[src/rtl/mem_dec_pkg.sv]
package mem_dec_pkg;
  typedef enum logic [2:0] {
    RGN_NONE,
    RGN_BOOT,
    RGN_ROM,
    RGN_RAM,
    RGN_IO
  } rgn_e;

  localparam logic [1:0] WCODE_8  = 2'b00;
  localparam logic [1:0] WCODE_16 = 2'b01;
  localparam logic [1:0] WCODE_32 = 2'b10;

  // reserved code 11 folds onto 32-bit
  function automatic logic [1:0] norm_width(input logic [1:0] code);
    return (code == 2'b11) ? WCODE_32 : code;
  endfunction
endpackage

[src/rtl/dec_access_flag.sv]
module dec_access_flag (
  input  logic clk_i,
  input  logic rst_ni,
  input  logic set_i,
  input  logic use_i,
  output logic pend_o
);
  logic pend_q;

  always_ff @(posedge clk_i or negedge rst_ni) begin
    if (!rst_ni)     pend_q <= 1'b0;
    else if (set_i)  pend_q <= 1'b1;
    else if (use_i)  pend_q <= 1'b0;
  end

  assign pend_o = pend_q;

  // raising the flag always leaves it pending for the next access
  p_arm_next_r9: assert property (@(posedge clk_i) disable iff (!rst_ni)
    set_i |=> pend_o);

  // one access consumes a pending flag
  p_clear_after_use_r7: assert property (@(posedge clk_i) disable iff (!rst_ni)
    (pend_o && use_i && !set_i) |=> !pend_o);
endmodule

[src/rtl/dec_region.sv]
module dec_region
  import mem_dec_pkg::*;
#(
  parameter int unsigned BOOT_NIB = 0,
  parameter int unsigned ROM_NIB  = 2,
  parameter int unsigned RAM_NIB  = 4,
  parameter int unsigned IO_NIB   = 15
) (
  input  logic [3:0] nib_i,
  input  logic       remap_i,
  output rgn_e       rgn_o
);
  localparam logic [3:0] BootN  = 4'(BOOT_NIB);
  localparam logic [3:0] RomLoN = 4'(ROM_NIB);
  localparam logic [3:0] RomHiN = 4'(ROM_NIB + 1);
  localparam logic [3:0] RamN   = 4'(RAM_NIB);
  localparam logic [3:0] IoN    = 4'(IO_NIB);

  always_comb begin
    rgn_o = RGN_NONE;
    if (nib_i == RamN)                                rgn_o = RGN_RAM;
    else if (nib_i == IoN)                            rgn_o = RGN_IO;
    else if (remap_i) begin
      if (nib_i == BootN)                             rgn_o = RGN_BOOT;
      else if (nib_i == RomLoN || nib_i == RomHiN)    rgn_o = RGN_ROM;
    end else begin
      // unmoved ROM occupies the two lowest slots, boot ROM hidden
      if (nib_i == BootN || nib_i == BootN + 4'd1)    rgn_o = RGN_ROM;
    end
  end
endmodule

[src/rtl/dec_phys_addr.sv]
module dec_phys_addr
  import mem_dec_pkg::*;
#(
  parameter int unsigned ADDR_W  = 24,
  parameter int unsigned ROM_NIB = 2
) (
  input  logic [ADDR_W-1:0] addr_i,
  input  rgn_e              rgn_i,
  input  logic              remap_i,
  output logic [ADDR_W-1:0] phys_o
);
  localparam int unsigned NibShift = ADDR_W - 4;
  localparam logic [ADDR_W-1:0] RomOffset = ADDR_W'(ROM_NIB) << NibShift;

  always_comb begin
    phys_o = addr_i;
    if (rgn_i == RGN_ROM && remap_i) phys_o = addr_i - RomOffset;
  end
endmodule

[src/rtl/mem_decode_remap.sv]
module mem_decode_remap
  import mem_dec_pkg::*;
#(
  parameter int unsigned ADDR_W     = 24,
  parameter int unsigned BOOT_NIB   = 0,
  parameter int unsigned ROM_NIB    = 2,
  parameter int unsigned RAM_NIB    = 4,
  parameter int unsigned IO_NIB     = 15,
  parameter logic [1:0]  BOOT_WIDTH = 2'b01
) (
  input  logic              clk_i,
  input  logic              rst_ni,
  input  logic              acc_valid_i,
  input  logic [ADDR_W-1:0] cpu_addr_i,
  input  logic [ADDR_W-1:0] dma_addr_i,
  input  logic              patch_flag_i,
  input  logic              dma_flag_i,
  input  logic              rom_remap_i,
  input  logic [1:0]        rom_width_i,
  input  logic [1:0]        ram_width_i,
  output logic              sel_boot_o,
  output logic              sel_rom_o,
  output logic              sel_patch_o,
  output logic              sel_ram_o,
  output logic              sel_io_o,
  output logic              dec_err_o,
  output logic [1:0]        width_o,
  output logic [ADDR_W-1:0] phys_addr_o
);
  localparam int unsigned NumFlags = 2;
  localparam int unsigned FlPatch  = 0;
  localparam int unsigned FlDma    = 1;

  logic [NumFlags-1:0] flag_set, flag_pend;
  assign flag_set = {dma_flag_i, patch_flag_i};

  for (genvar g = 0; g < NumFlags; g++) begin : g_flag
    dec_access_flag u_flag (
      .clk_i  (clk_i),
      .rst_ni (rst_ni),
      .set_i  (flag_set[g]),
      .use_i  (acc_valid_i),
      .pend_o (flag_pend[g])
    );
  end

  logic patch_pend, dma_pend;
  assign patch_pend = flag_pend[FlPatch];
  assign dma_pend   = flag_pend[FlDma];

  logic [ADDR_W-1:0] addr_eff, phys_c;
  rgn_e              rgn;
  assign addr_eff = dma_pend ? dma_addr_i : cpu_addr_i;

  dec_region #(
    .BOOT_NIB (BOOT_NIB),
    .ROM_NIB  (ROM_NIB),
    .RAM_NIB  (RAM_NIB),
    .IO_NIB   (IO_NIB)
  ) u_region (
    .nib_i   (addr_eff[ADDR_W-1 -: 4]),
    .remap_i (rom_remap_i),
    .rgn_o   (rgn)
  );

  dec_phys_addr #(
    .ADDR_W  (ADDR_W),
    .ROM_NIB (ROM_NIB)
  ) u_phys (
    .addr_i  (addr_eff),
    .rgn_i   (rgn),
    .remap_i (rom_remap_i),
    .phys_o  (phys_c)
  );

  logic              boot_c, rom_c, patch_c, ram_c, io_c, err_c, mem_c;
  logic [1:0]        width_c;
  logic [ADDR_W-1:0] addr_c;

  always_comb begin
    boot_c  = 1'b0;
    rom_c   = 1'b0;
    patch_c = 1'b0;
    ram_c   = 1'b0;
    io_c    = 1'b0;
    err_c   = 1'b0;
    width_c = WCODE_8;
    if (acc_valid_i) begin
      unique case (rgn)
        RGN_BOOT: begin
          boot_c  = 1'b1;
          width_c = norm_width(BOOT_WIDTH);
        end
        RGN_ROM: begin
          patch_c = patch_pend;
          rom_c   = !patch_pend;
          width_c = norm_width(rom_width_i);
        end
        RGN_RAM: begin
          ram_c   = 1'b1;
          width_c = norm_width(ram_width_i);
        end
        RGN_IO: begin
          // DMA must name the memory side of its transfer
          err_c   = dma_pend;
          io_c    = !dma_pend;
          width_c = dma_pend ? WCODE_8 : WCODE_32;
        end
        default: err_c = 1'b1;
      endcase
    end
    mem_c = boot_c | rom_c | patch_c | ram_c;
    if (dma_pend && mem_c) io_c = 1'b1;
    addr_c = (acc_valid_i && !err_c) ? phys_c : '0;
  end

  always_ff @(posedge clk_i or negedge rst_ni) begin
    if (!rst_ni) begin
      sel_boot_o  <= 1'b0;
      sel_rom_o   <= 1'b0;
      sel_patch_o <= 1'b0;
      sel_ram_o   <= 1'b0;
      sel_io_o    <= 1'b0;
      dec_err_o   <= 1'b0;
      width_o     <= WCODE_8;
      phys_addr_o <= '0;
    end else begin
      sel_boot_o  <= boot_c;
      sel_rom_o   <= rom_c;
      sel_patch_o <= patch_c;
      sel_ram_o   <= ram_c;
      sel_io_o    <= io_c;
      dec_err_o   <= err_c;
      width_o     <= width_c;
      phys_addr_o <= addr_c;
    end
  end

  logic any_mem_o;
  assign any_mem_o = sel_boot_o | sel_rom_o | sel_patch_o | sel_ram_o;

  p_onehot_mem_r10: assert property (@(posedge clk_i) disable iff (!rst_ni)
    $onehot0({sel_boot_o, sel_rom_o, sel_patch_o, sel_ram_o}));

  p_err_excl_r10: assert property (@(posedge clk_i) disable iff (!rst_ni)
    dec_err_o |-> !(any_mem_o || sel_io_o));

  p_idle_quiet_r6: assert property (@(posedge clk_i) disable iff (!rst_ni)
    !acc_valid_i |=> !(any_mem_o || sel_io_o || dec_err_o) && phys_addr_o == '0);

  // I/O together with memory only on a pending DMA access
  p_dma_pair_r8: assert property (@(posedge clk_i) disable iff (!rst_ni)
    (acc_valid_i && !dma_pend) |=> !(sel_io_o && any_mem_o));

  p_patch_only_armed_r7: assert property (@(posedge clk_i) disable iff (!rst_ni)
    !patch_pend |=> !sel_patch_o);

  p_io_width_r5: assert property (@(posedge clk_i) disable iff (!rst_ni)
    (sel_io_o && !any_mem_o) |-> width_o == WCODE_32);
endmodule

[config.mk]
export PLATFORM = sky130hd
export DESIGN_NAME = mem_decode_remap
export DESIGN_NICKNAME = d
export VERILOG_FILES = /design/src/rtl/mem_dec_pkg.sv /design/src/rtl/dec_access_flag.sv /design/src/rtl/dec_region.sv /design/src/rtl/dec_phys_addr.sv /design/src/rtl/mem_decode_remap.sv
export SDC_FILE = /design/constraint.sdc
export NUM_CORES = 1
export LEC_CHECK = 0
export BUFFER_PORTS_ARGS = -buffer_cell sky130_fd_sc_hd__buf_2
export CORE_ASPECT_RATIO = 0.9
export CORE_MARGIN = 1.5
export CORE_UTILIZATION = 39
export DETAILED_ROUTE_END_ITERATION = 6
export PLACE_DENSITY = 0.82
export SYNTH_ARGS = -nofsm -noshare
export SYNTH_HDL_FRONTEND = slang
export SYNTH_SLANG_ARGS = --single-unit
export TNS_END_PERCENT = 20
[constraint.sdc]
create_clock -name clk_i -period 1.55 [get_ports clk_i]
set_input_delay 0.0775 -clock clk_i [delete_from_list [all_inputs] [get_ports clk_i]]
set_output_delay 0.0775 -clock clk_i [all_outputs]
set_load 0.03 [all_outputs]
# Word-level counts from Yosys, hierarchy flattened
# Index checks and enable logic that the tools add are counted.
# W data, S select, Z words.
# word_totals
reg_bits	34
input_bits	58
out_inout_bits	32
word_cells	67
# op_classes
add_sub_neg	1
n_eq_ne	11
mux	30
n_bitwise	3
reduce_logical	12
# ops
cell	count
$mux W24	3
$sub A24 B22 Y24 const B	1
$mux W1	15
$mux W2	6
$mux W3	4
$eq A4 B2 Y1 const B	2
$pmux W2 S4	1
$eq A3 B2 Y1 const B	2
$eq A2 B2 Y1 const B	2
$eq A4 B1 Y1 const B	1
$eq A4 B3 Y1 const B	1
$eq A4 B4 Y1 const B	1
$logic_not A4 Y1	1
$reduce_bool A2 Y1	2
$eq A3 B1 Y1 const B	1
$eq A3 B3 Y1 const B	1
$logic_and A1 B1 Y1	3
$logic_not A1 Y1	3
$or A1 B1 Y1	3
$reduce_or A3 Y1	1
$logic_or A1 B1 Y1	2
$pmux W1 S2	1

# Depth between registers and ports, before layout
# Gate-level depths: netlist of run 1.
# logic_depth
ltp_word	16
depth_mapped	7
depth_no_buf	5

# Cells and area by module
# Synthesis of run 1 repeated with hierarchy kept, for this count alone.
# hier_totals
hier_cells	153
hier_area_um2	1805.5
# modules_own_cells
mod	instances	cells_per_inst	area_each_um2	seq_area_each_um2
mem_decode_remap	1	111	1448.9	800.8
dec_phys_addr	1	29	231.5	0.0
dec_access_flag	2	3	36.3	25.0
dec_region	1	7	52.6	0.0

# Worst setup path before layout of run 1
# No wires, ideal clock.
# synth_path
path_kind	register to register
startpoint	register g_flag[1].u_flag.pend_q
endpoint	register width_o[1]
setup_ps	99
arrival_ps	1481
required_ps	1451
slack_ps	-30
path_stages_with_launch	7
n_path_buf	2
period_less_slack_ps	1580
path_cell_list	dfrtp_1 > buf_6 > buf_6 > mux2_4 > nor3_4 > nand3_1 > a311oi_1
# synth_between
elab_chain_len	11
word_cells_on_any_way	22
classes_between	eq/ne (9); mux (10); reduce/logical (3)
# synth_lines
element	line_no	source
start: declaration	dec_access_flag.sv:8	logic pend_q;
start signal: assignment	dec_access_flag.sv:11	if (!rst_ni) pend_q <= 1'b0;
start signal: assignment	dec_access_flag.sv:12	else if (set_i) pend_q <= 1'b1;
start signal: assignment	dec_access_flag.sv:13	else if (use_i) pend_q <= 1'b0;
$mux W24	mem_decode_remap.sv:53	assign addr_eff = dma_pend ? dma_addr_i : cpu_addr_i;
$eq A4 B2 Y1	dec_region.sv:25	else if (nib_i == RomLoN || nib_i == RomHiN) rgn_o = RGN_ROM;
$logic_or A1 B1 Y1	dec_region.sv:25	
$mux W2	dec_region.sv:25	
$mux W3	dec_region.sv:24	if (nib_i == BootN) rgn_o = RGN_BOOT;
$mux W3	dec_region.sv:23	else if (remap_i) begin
$mux W3	dec_region.sv:22	else if (nib_i == IoN) rgn_o = RGN_IO;
$mux W3	dec_region.sv:21	if (nib_i == RamN) rgn_o = RGN_RAM;
$eq A3 B3 Y1 (tied with other cells)	mem_decode_remap.sv:89	unique case (rgn)
$pmux W2 S4 (*)	mem_decode_remap.sv:89	
$mux W2 (*)	mem_decode_remap.sv:88	if (acc_valid_i) begin
via width_c[1]	mem_decode_remap.sv:77	logic [1:0] width_c;
end signal: assignment	mem_decode_remap.sv:134	width_o <= width_c;
end: declaration	mem_decode_remap.sv:27	output logic [1:0] width_o,
# Mark *: on every way through the listed nets, which the timed path passes. The rest lies on a longest branch.
# A chain may end at the register's enable or synchronous reset.

# Worst setup path in the final report of run 1
# layout_path
startpoint	register g_flag[1].u_flag.pend_q
endpoint	register dec_err_o
# layout_between
elab_chain_len	12
word_cells_on_any_way	22
classes_between	eq/ne (9); mux (9); reduce/logical (4)
# layout_lines
element	line_no	source
$mux W24	mem_decode_remap.sv:53	
$eq A4 B2 Y1	dec_region.sv:25	
$logic_or A1 B1 Y1	dec_region.sv:25	
$mux W2	dec_region.sv:25	
$mux W3	dec_region.sv:24	
$mux W3	dec_region.sv:23	
$mux W3	dec_region.sv:22	
$mux W3	dec_region.sv:21	
$eq A3 B2 Y1 / $eq A3 B1 Y1 (equally long branches)	mem_decode_remap.sv:89	
$reduce_or A3 Y1 (no line)	--	
$pmux W1 S2 (*)	mem_decode_remap.sv:89	
$mux W1 (*)	mem_decode_remap.sv:88	
via err_c	mem_decode_remap.sv:76	logic boot_c, rom_c, patch_c, ram_c, io_c, err_c, mem_c;
end signal: assignment	mem_decode_remap.sv:133	dec_err_o <= err_c;
end: declaration	mem_decode_remap.sv:26	output logic dec_err_o,
# Marked as above.

==> metrics.md, run 1 <==
| Metric | Value |
|---|---|
| Syn nets | `196` |
| Clock net sink count | `34` |
| Min-Delay Startpoint | `cpu_addr_i[13]` |
| First-pass GRT wire length | `6280 µm` |
| Maximum clock rate | `around 570 MHz` |
| Vias in the first global route | `1,406` |
| Final net count | `303` |
| GRT Overall Usage | `approximately 19%` |
| Number of unique standard cell types used by synthesis | `35` |
| Number of flops mapped to enable cells by yosys | `0` |
| Most frequent cells after synthesis | `34 x dfrtp_1, 27 x nor2_1, 22 x mux2i_1` |
| WHS Endpoint | `phys_addr_o[13]` |
| Via count | `around 1.4k` |
| Post-route antenna net violation count | `0` |
| Post-Route WL | `4140 µm` |
| Area leader, netlist | `dfrtp_1` |
| Die height | `63.1 µm` |
| Failing checks | `negative setup slack` |
| Met3 Track Usage GR | `5.92%` |
| Rows | `21` |
| Post-DP HPWL | `just under 3000 µm` |
| Pwr per Cell Area | `936 nW/µm²` |
| CP Launch Type | `register` |
| Routed vias/inst | `4.89` |
| Final worst setup slack | `-0.193 ns` |
| CP Data Required Time | `about 1.7 ns` |
| Synthesized area | `between 1500 and 2000 µm²` |
| Synth-to-Final Area Change | `52.6%` |
| DRT Pass-1 Iters | `7` |
| Fraction of registers with async set/reset | `100%` |
| Grt ovf | `0` |
| Gpl congestion | `about 0.87` |
| Antenna Cells | `0` |
| # H-tree levels | `2` |
| VDD IR max | `0.446 mV` |
| Clock root buffer | `clkbuf_8` |
| Cells after Synth | `137` |
| Status | `finished, violations left` |
| Starting Density | `between 40% and 50%` |
| Leak | `1.36 nW` |
| Post-synth top flop | `dfrtp_1` |
| Die footprint | `~4400 µm²` |
| CP endpoint kind | `register` |
| Die width | `69.7 µm` |
| Reg-to-Reg End | `dec_err_o` |
| Core area | `3780 µm²` |
| Largest buffer count on any clock path | `2` |
| Layout cells sized above 1 | `53.5%` |
| Ports | `90` |
| Period utilisation layout | `112%` |
| Max cap viols | `0` |
| Crit-path max FO | `8` |
| DR iter-0 viols | `approximately 70` |
| Num CTS Buffers | `5` |
| Yosys warning count | `0` |
| Met1 usage | `21.4%` |
| Initial antenna violation count | `0` |
| Slew @ Worst Pin | `0.739 ns` |
| Worst reg2reg path startpoint | `g_flag[1].u_flag.pend_o` |
| Count of final hold-check violations | `0` |
| Clock slew seen by the registers of the worst setup and hold paths | `0.08 ns` |
| Largest net degree at the start of global routing | `35` |
| Cell-internal power | `roughly 1.6 mW` |
| Post-synthesis sequential area ratio | `54.4%` |
| Cells on worst reg2reg path | `6` |
| Place WS | `-0.181 ns` |
| Worst R2R Setup Slack | `-0.19 ns` |
| Combinational Power Share | `between 20 and 25%` |
| Met2 usage | `32.8%` |
| Pins Over Slew Limit | `0` |
| Final Skew | `between 0.01 and 0.015 ns` |
| Wire per inst | `14.2 µm` |
| Final Setup Violations | `28` |
| Net Sw Power | `619 µW` |
| CTS tree | `yes` |
| Largest cells by area after synthesis | `dfrtp_1 54%, mux2i_1 14%, nor2_1 6.5%, mux2_4 1.9%, buf_6 1.4%` |
| Flop pwr share | `41.9%` |
| Most frequent cell after synthesis | `dfrtp_1` |
| Critical path class | `register to register` |
| Post-Route Hold Slack | `0.0213 ns` |
| PortBufs | `89` |
| Tmin final | `1.74 ns` |
| DRC violation count after routing | `0` |
| Hold depth | `3` |
| RSZ-0062 raised after global routing | `true` |
| Critical Path AT | `1.92 ns` |
| Slew margin rel. | `50.7%` |
| Worst min-delay path class | `primary input to register` |
| Syn avg cell area | `roughly 11 µm²` |
| Net switching fraction of the power | `27.7%` |
| Clock latency on the worst-skew pair | `0.29 ns` |
| Flops & latches, synth | `34` |
| Grt peak-use layer | `met2` |
| Clock power frac | `35.8%` |
| Top-area cell type share of the netlist area | `a little over half` |
==> cells in the final DEF (no fill, tap or decap), types with 3 or more instances in the layout <==
cell,Yosys,routed
mux2i_1,22,21
clkbuf_8,0,5
nor2_1,27,27
a21oi_1,3,3
buf_2,3,89
buf_4,0,13
dfrtp_1,34,33
dlygate4sd3_1,0,3
inv_1,4,4
==> layer usage <==
metal / vias up / share of wire, %
li1: 686 / -
met2: 79 / 50
met4: 0 / 2.8
met5: - / 0
met1: 643 / 39
met3: 14 / 8.3
==> how the worst max path moves through the flow <==
stage	cells after the start	start	endpoint	slack, ns
detailed placement	5	g_flag[1].u_flag.pend_o	width_o[1]	-0.18
finish	6	g_flag[1].u_flag.pend_o	dec_err_o	-0.19
global route	6	g_flag[1].u_flag.pend_o	dec_err_o	-0.23
global placement	5	g_flag[1].u_flag.pend_o	width_o[1]	-0.11
CTS	5	g_flag[1].u_flag.pend_o	width_o[1]	-0.12
floorplan	6	g_flag[1].u_flag.pend_o	phys_addr_o[12]	-0.009
==> power groups by stage <==
stage / Combinational [mW] / Clock [mW] / Sequential (mW)
after floorplan: 0.183 / 0 / 1.02
after global placement: 0.435 / 0 / 0.951
after detailed placement: 0.446 / 0 / 0.953
after CTS: 0.455 / 0.802 / 0.937
after global routing: 0.533 / 0.851 / 0.941
final: 0.497 / 0.799 / 0.936
==> state kept, by name, summed over array words and instances (netlist names) <==
register / cells
g_flag.u_flag.pend_o: 2
width_o: 2
sel_patch_o: 1
phys_addr_o: 24
sel_io_o: 1
sel_ram_o: 1
sel_rom_o: 1
dec_err_o: 1
sel_boot_o: 1
==> worst max-delay path, cell delays in order (launching register included) <==
cell	delay, ns
dfrtp_2	0.48
buf_6	0.14
mux2_4	0.33
nor3_4	0.29
buf_4	0.18
a21oi_1	0.05
and3_1	0.16
==> timing repair <==
| item | in CTS | in global routing |
|---|---|---|
| resized for setup | 2 | 12 |
| hold buffers | 3 | 0 |
| buffers inserted | 0 | 3 |
| setup endpoints to repair | 29 | 30 |
| hold endpoints to repair | 36 | 0 |
| pin swaps | 1 | 7 |
==> cells by family after synthesis <==
| family | after synthesis | share of synthesized area (%) |
|---|---|---|
| xor gates and xnor gates | 3 | 1.68 |
| and+or+nand+nor | 46 | 14.5 |
| buffers and inverters | 13 | 4.32 |
| AOI/OAI and AO/OA | 14 | 6.81 |
| DFF | 34 | 54.4 |
| adders and majority gates | 1 | 0.801 |
| muxes | 26 | 17.5 |
==> per-stage QoR <==
step	setup TNS (ns)	power [mW]	cells	utilization [%]	instance area, µm²
6_report	-1.83	2.23	291	63.0	2380
5_1_grt	-4.26	2.33	291	63.0	2380
4_1_cts	-1.79	2.19	288	60.4	2280
3_5_place_dp	-2.68	1.40	277	56.5	2140
3_3_place_gp	-1.39	1.39	277	56.5	2140
2_1_floorplan	-0.177	1.20	137	-	1570
==> final cells by class <==
cell class | count | area [µm²]
flip-flops and latches | 34 | 852
inverters | 6 | 25.0
repair buffers | 107 | 604
fillers | 334 | 1400
multi-input cells | 90 | 737
well taps | 46 | 57.6
clock buffers | 5 | 68.8
clock inverters | 3 | 40.0
Note: power is estimated with default switching activity, not from simulation.
==> inputs of run 2 (changes only) <==
CORE_ASPECT_RATIO = 1.2   (was 0.9)
==> metrics.md, run 2 (same netlist as run 1, synthesis figures left out) <==
| Metric | Value |
|---|---|
| Status | `finished, violations left` |
| Failing checks | `negative setup slack` |
| Leak | `1.33 nW (-2.2%)` |
| First-pass GRT wire length | `5840 µm (-7.0%)` |
| Final Setup Violations | `26 (-7.1%)` |
| Max cap viols | `0 (unchanged)` |
| Worst R2R Setup Slack | `-0.1 ns (+0.10 ns)` |
| Period utilisation layout | `106% (-6.3 points)` |
| Routed vias/inst | `4.70 (-3.9%)` |
| Ports | `90 (unchanged)` |
| Hold depth | `3 (unchanged)` |
| Reg-to-Reg End | `width_o[0]` |
| Die height | `72.3 µm (+15%)` |
| Worst min-delay path class | `primary input to register` |
| PortBufs | `89 (unchanged)` |
| Largest buffer count on any clock path | `2 (unchanged)` |
| # H-tree levels | `2 (unchanged)` |
| Synth-to-Final Area Change | `48.0%` |
| RSZ-0062 raised after global routing | `true` |
| Crit path largest cell delay | `0.45 ns (-0.03 ns)` |
| Total Power | `2.06 mW (-7.8%)` |
| Core area | `3880 µm² (+2.5%)` |
| CP Data Required Time | `1.73 ns (about the same)` |
| CP max stage cell | `dfrtp_2` |
| Die footprint | `4400 µm² (about the same)` |
| Post-Route WL | `3680 µm (-11%)` |
| Largest net degree at the start of global routing | `35 (unchanged)` |
| Initial antenna violation count | `0 (unchanged)` |
| Final net count | `300 (-0.99%)` |
| DRT Pass-1 Iters | `4 (-3)` |
| Critical path class | `register to register` |
| Leading cell type in the layout, fill and taps excluded | `buf_2` |
| CP endpoint kind | `register` |
| GRT Overall Usage | `18.2% (-0.38 points)` |
| Clock latency on the worst-skew pair | `0.28 ns (about the same)` |
| Clock net sink count | `34 (unchanged)` |
| CP cell instances | `buf_6, mux2_4, nor3_4, nand4b_1, a311oi_1` |
| Gpl congestion | `0.919 (+5.0%)` |
| Min-Delay Startpoint | `cpu_addr_i[13]` |
| Post-route antenna net violation count | `0 (unchanged)` |
| Post-Route Hold Slack | `0.0345 ns (+0.0132 ns)` |
| Num CTS Buffers | `5 (unchanged)` |
| Antenna Cells | `0 (unchanged)` |
| Cells on worst reg2reg path | `5 (-1)` |
| Starting Density | `40.3% (-1.0 points)` |
| WHS Endpoint | `phys_addr_o[13]` |
| Final worst setup slack | `-0.0951 ns (+0.0974 ns)` |
| VDD IR max | `0.521 mV (+17%)` |
| Maximum clock rate | `608 MHz (+5.9%)` |
| CP Launch Type | `register` |
| Most frequent cells in the layout | `89 x buf_2, 33 x dfrtp_1, 26 x nor2_1` |
| Wire per inst | `12.4 µm (-13%)` |
| Place WS | `-0.0950 ns (+0.0859 ns)` |
| Pins Over Slew Limit | `0 (unchanged)` |
| Layout fillers | `364 (+9.0%)` |
| Clock slew seen by the registers of the worst setup and hold paths | `0.07 ns (about the same)` |
| Die width | `60.8 µm (-13%)` |
| Largest register FFs | `24 (unchanged)` |
| Pwr per Cell Area | `890 nW/µm² (-4.9%)` |
| Most flops, register | `phys_addr_o` |
| Via count | `1,390 (-2.3%)` |
| CP Buf/Inv Count | `1 (-1)` |
| DR iter-0 viols | `39 (-43%)` |
| Rows | `25 (+19%)` |
| CTS tree | `yes` |
| Clock root buffer | `clkbuf_8` |
| Grt ovf | `0 (unchanged)` |
| DRC violation count after routing | `0 (unchanged)` |
| Critical Path AT | `1.83 ns (-0.09 ns)` |
| Layout cells sized above 1 | `51.7% (-1.8 points)` |
| Slew @ Worst Pin | `0.504 ns (-0.235 ns)` |
| Final Skew | `0.0101 ns (-0.00338 ns)` |
| Post-DP HPWL | `2650 µm (-8.9%)` |
| Tmin final | `1.65 ns (-0.0974 ns)` |
| Worst reg2reg path startpoint | `g_flag[1].u_flag.pend_o` |
| Critical Path Stages | `5 (-1)` |
| Slew margin rel. | `66.3% (+16 points)` |
| Crit-path max FO | `6 (-2)` |
| CP delay by family, top | `flip-flops` |
| Count of final hold-check violations | `0 (unchanged)` |
| Vias in the first global route | `1,326 (-5.7%)` |
==> run 2: cell count changes in the layout (fill, tap and decap cells not counted), moves of 2 or more <==
cell     change
buf_4        -3
nand3_1      +2
nand3_2      -2
nor4_2       +2
==> run 2: through the flow <==
step | utilization (%) | TNS [ns] | instances | cell area, µm²
after CTS | 59.2 | -0.803 | 296 | 2290
final | 59.6 | -0.698 | 296 | 2310
after floorplan | - | -0.177 | 137 | 1570
after global placement | 55.2 | -0.189 | 284 | 2140
after detailed placement | 55.2 | -1.13 | 284 | 2140
after global routing | 59.6 | -3.03 | 296 | 2310
==> run 2: worst max-delay path by stage <==
stage	from	endpoint	slack (ns)
after floorplan	g_flag[1].u_flag.pend_o	phys_addr_o[12]	-0.009
after global placement	g_flag[1].u_flag.pend_o	width_o[1]	-0.07
after detailed placement	g_flag[1].u_flag.pend_o	width_o[1]	-0.1
after CTS	g_flag[1].u_flag.pend_o	width_o[0]	-0.07
after global routing	g_flag[1].u_flag.pend_o	width_o[1]	-0.17
final	g_flag[1].u_flag.pend_o	width_o[0]	-0.1
==> run 2: area by class of cell <==
class | instances | area, µm² | area share [%]
sequential | 34 | 852 | 36.8
multi-input combinational | 90 | 696 | 30.1
timing repair buffer | 104 | 582 | 25.1
clock buffer | 7 | 86.3 | 3.73
tap | 54 | 67.6 | 2.92
inverter | 6 | 25.0 | 1.08
clock inverter | 1 | 5.00 | 0.216
==> run 2: where the power goes <==
part	total [mW]	internal (mW)	switching (mW)	leakage, nW
clock	0.661	0.358	0.303	0.0482
sequential	0.934	0.923	0.0109	0.460
combinational	0.464	0.202	0.262	0.823
==> run 2: routing by layer <==
metal / GRT usage [%] / vias to the layer above / share of wire [%]
li1: - / 679 / -
met1: 21.7 / 641 / 38
met2: 28.7 / 64 / 53
met3: 5.70 / 6 / 7.5
met4: 9.66 / 0 / 1.8
met5: 0 / - / 0
==> run 2: tightest hold or removal path: stages <==
cell and delay (ns):
buf_2 0.07, mux2i_1 0.05, nor2_1 0.07
==> run 2: what timing repair did <==
action / in CTS / in global routing
setup buffers: 1 / 0
endpoints found under the setup margin: 27 / 28
hold endpoints to repair: 36 / 0
pin swaps: 3 / 1
resized for setup: 6 / 4
hold buffers: 3 / 0
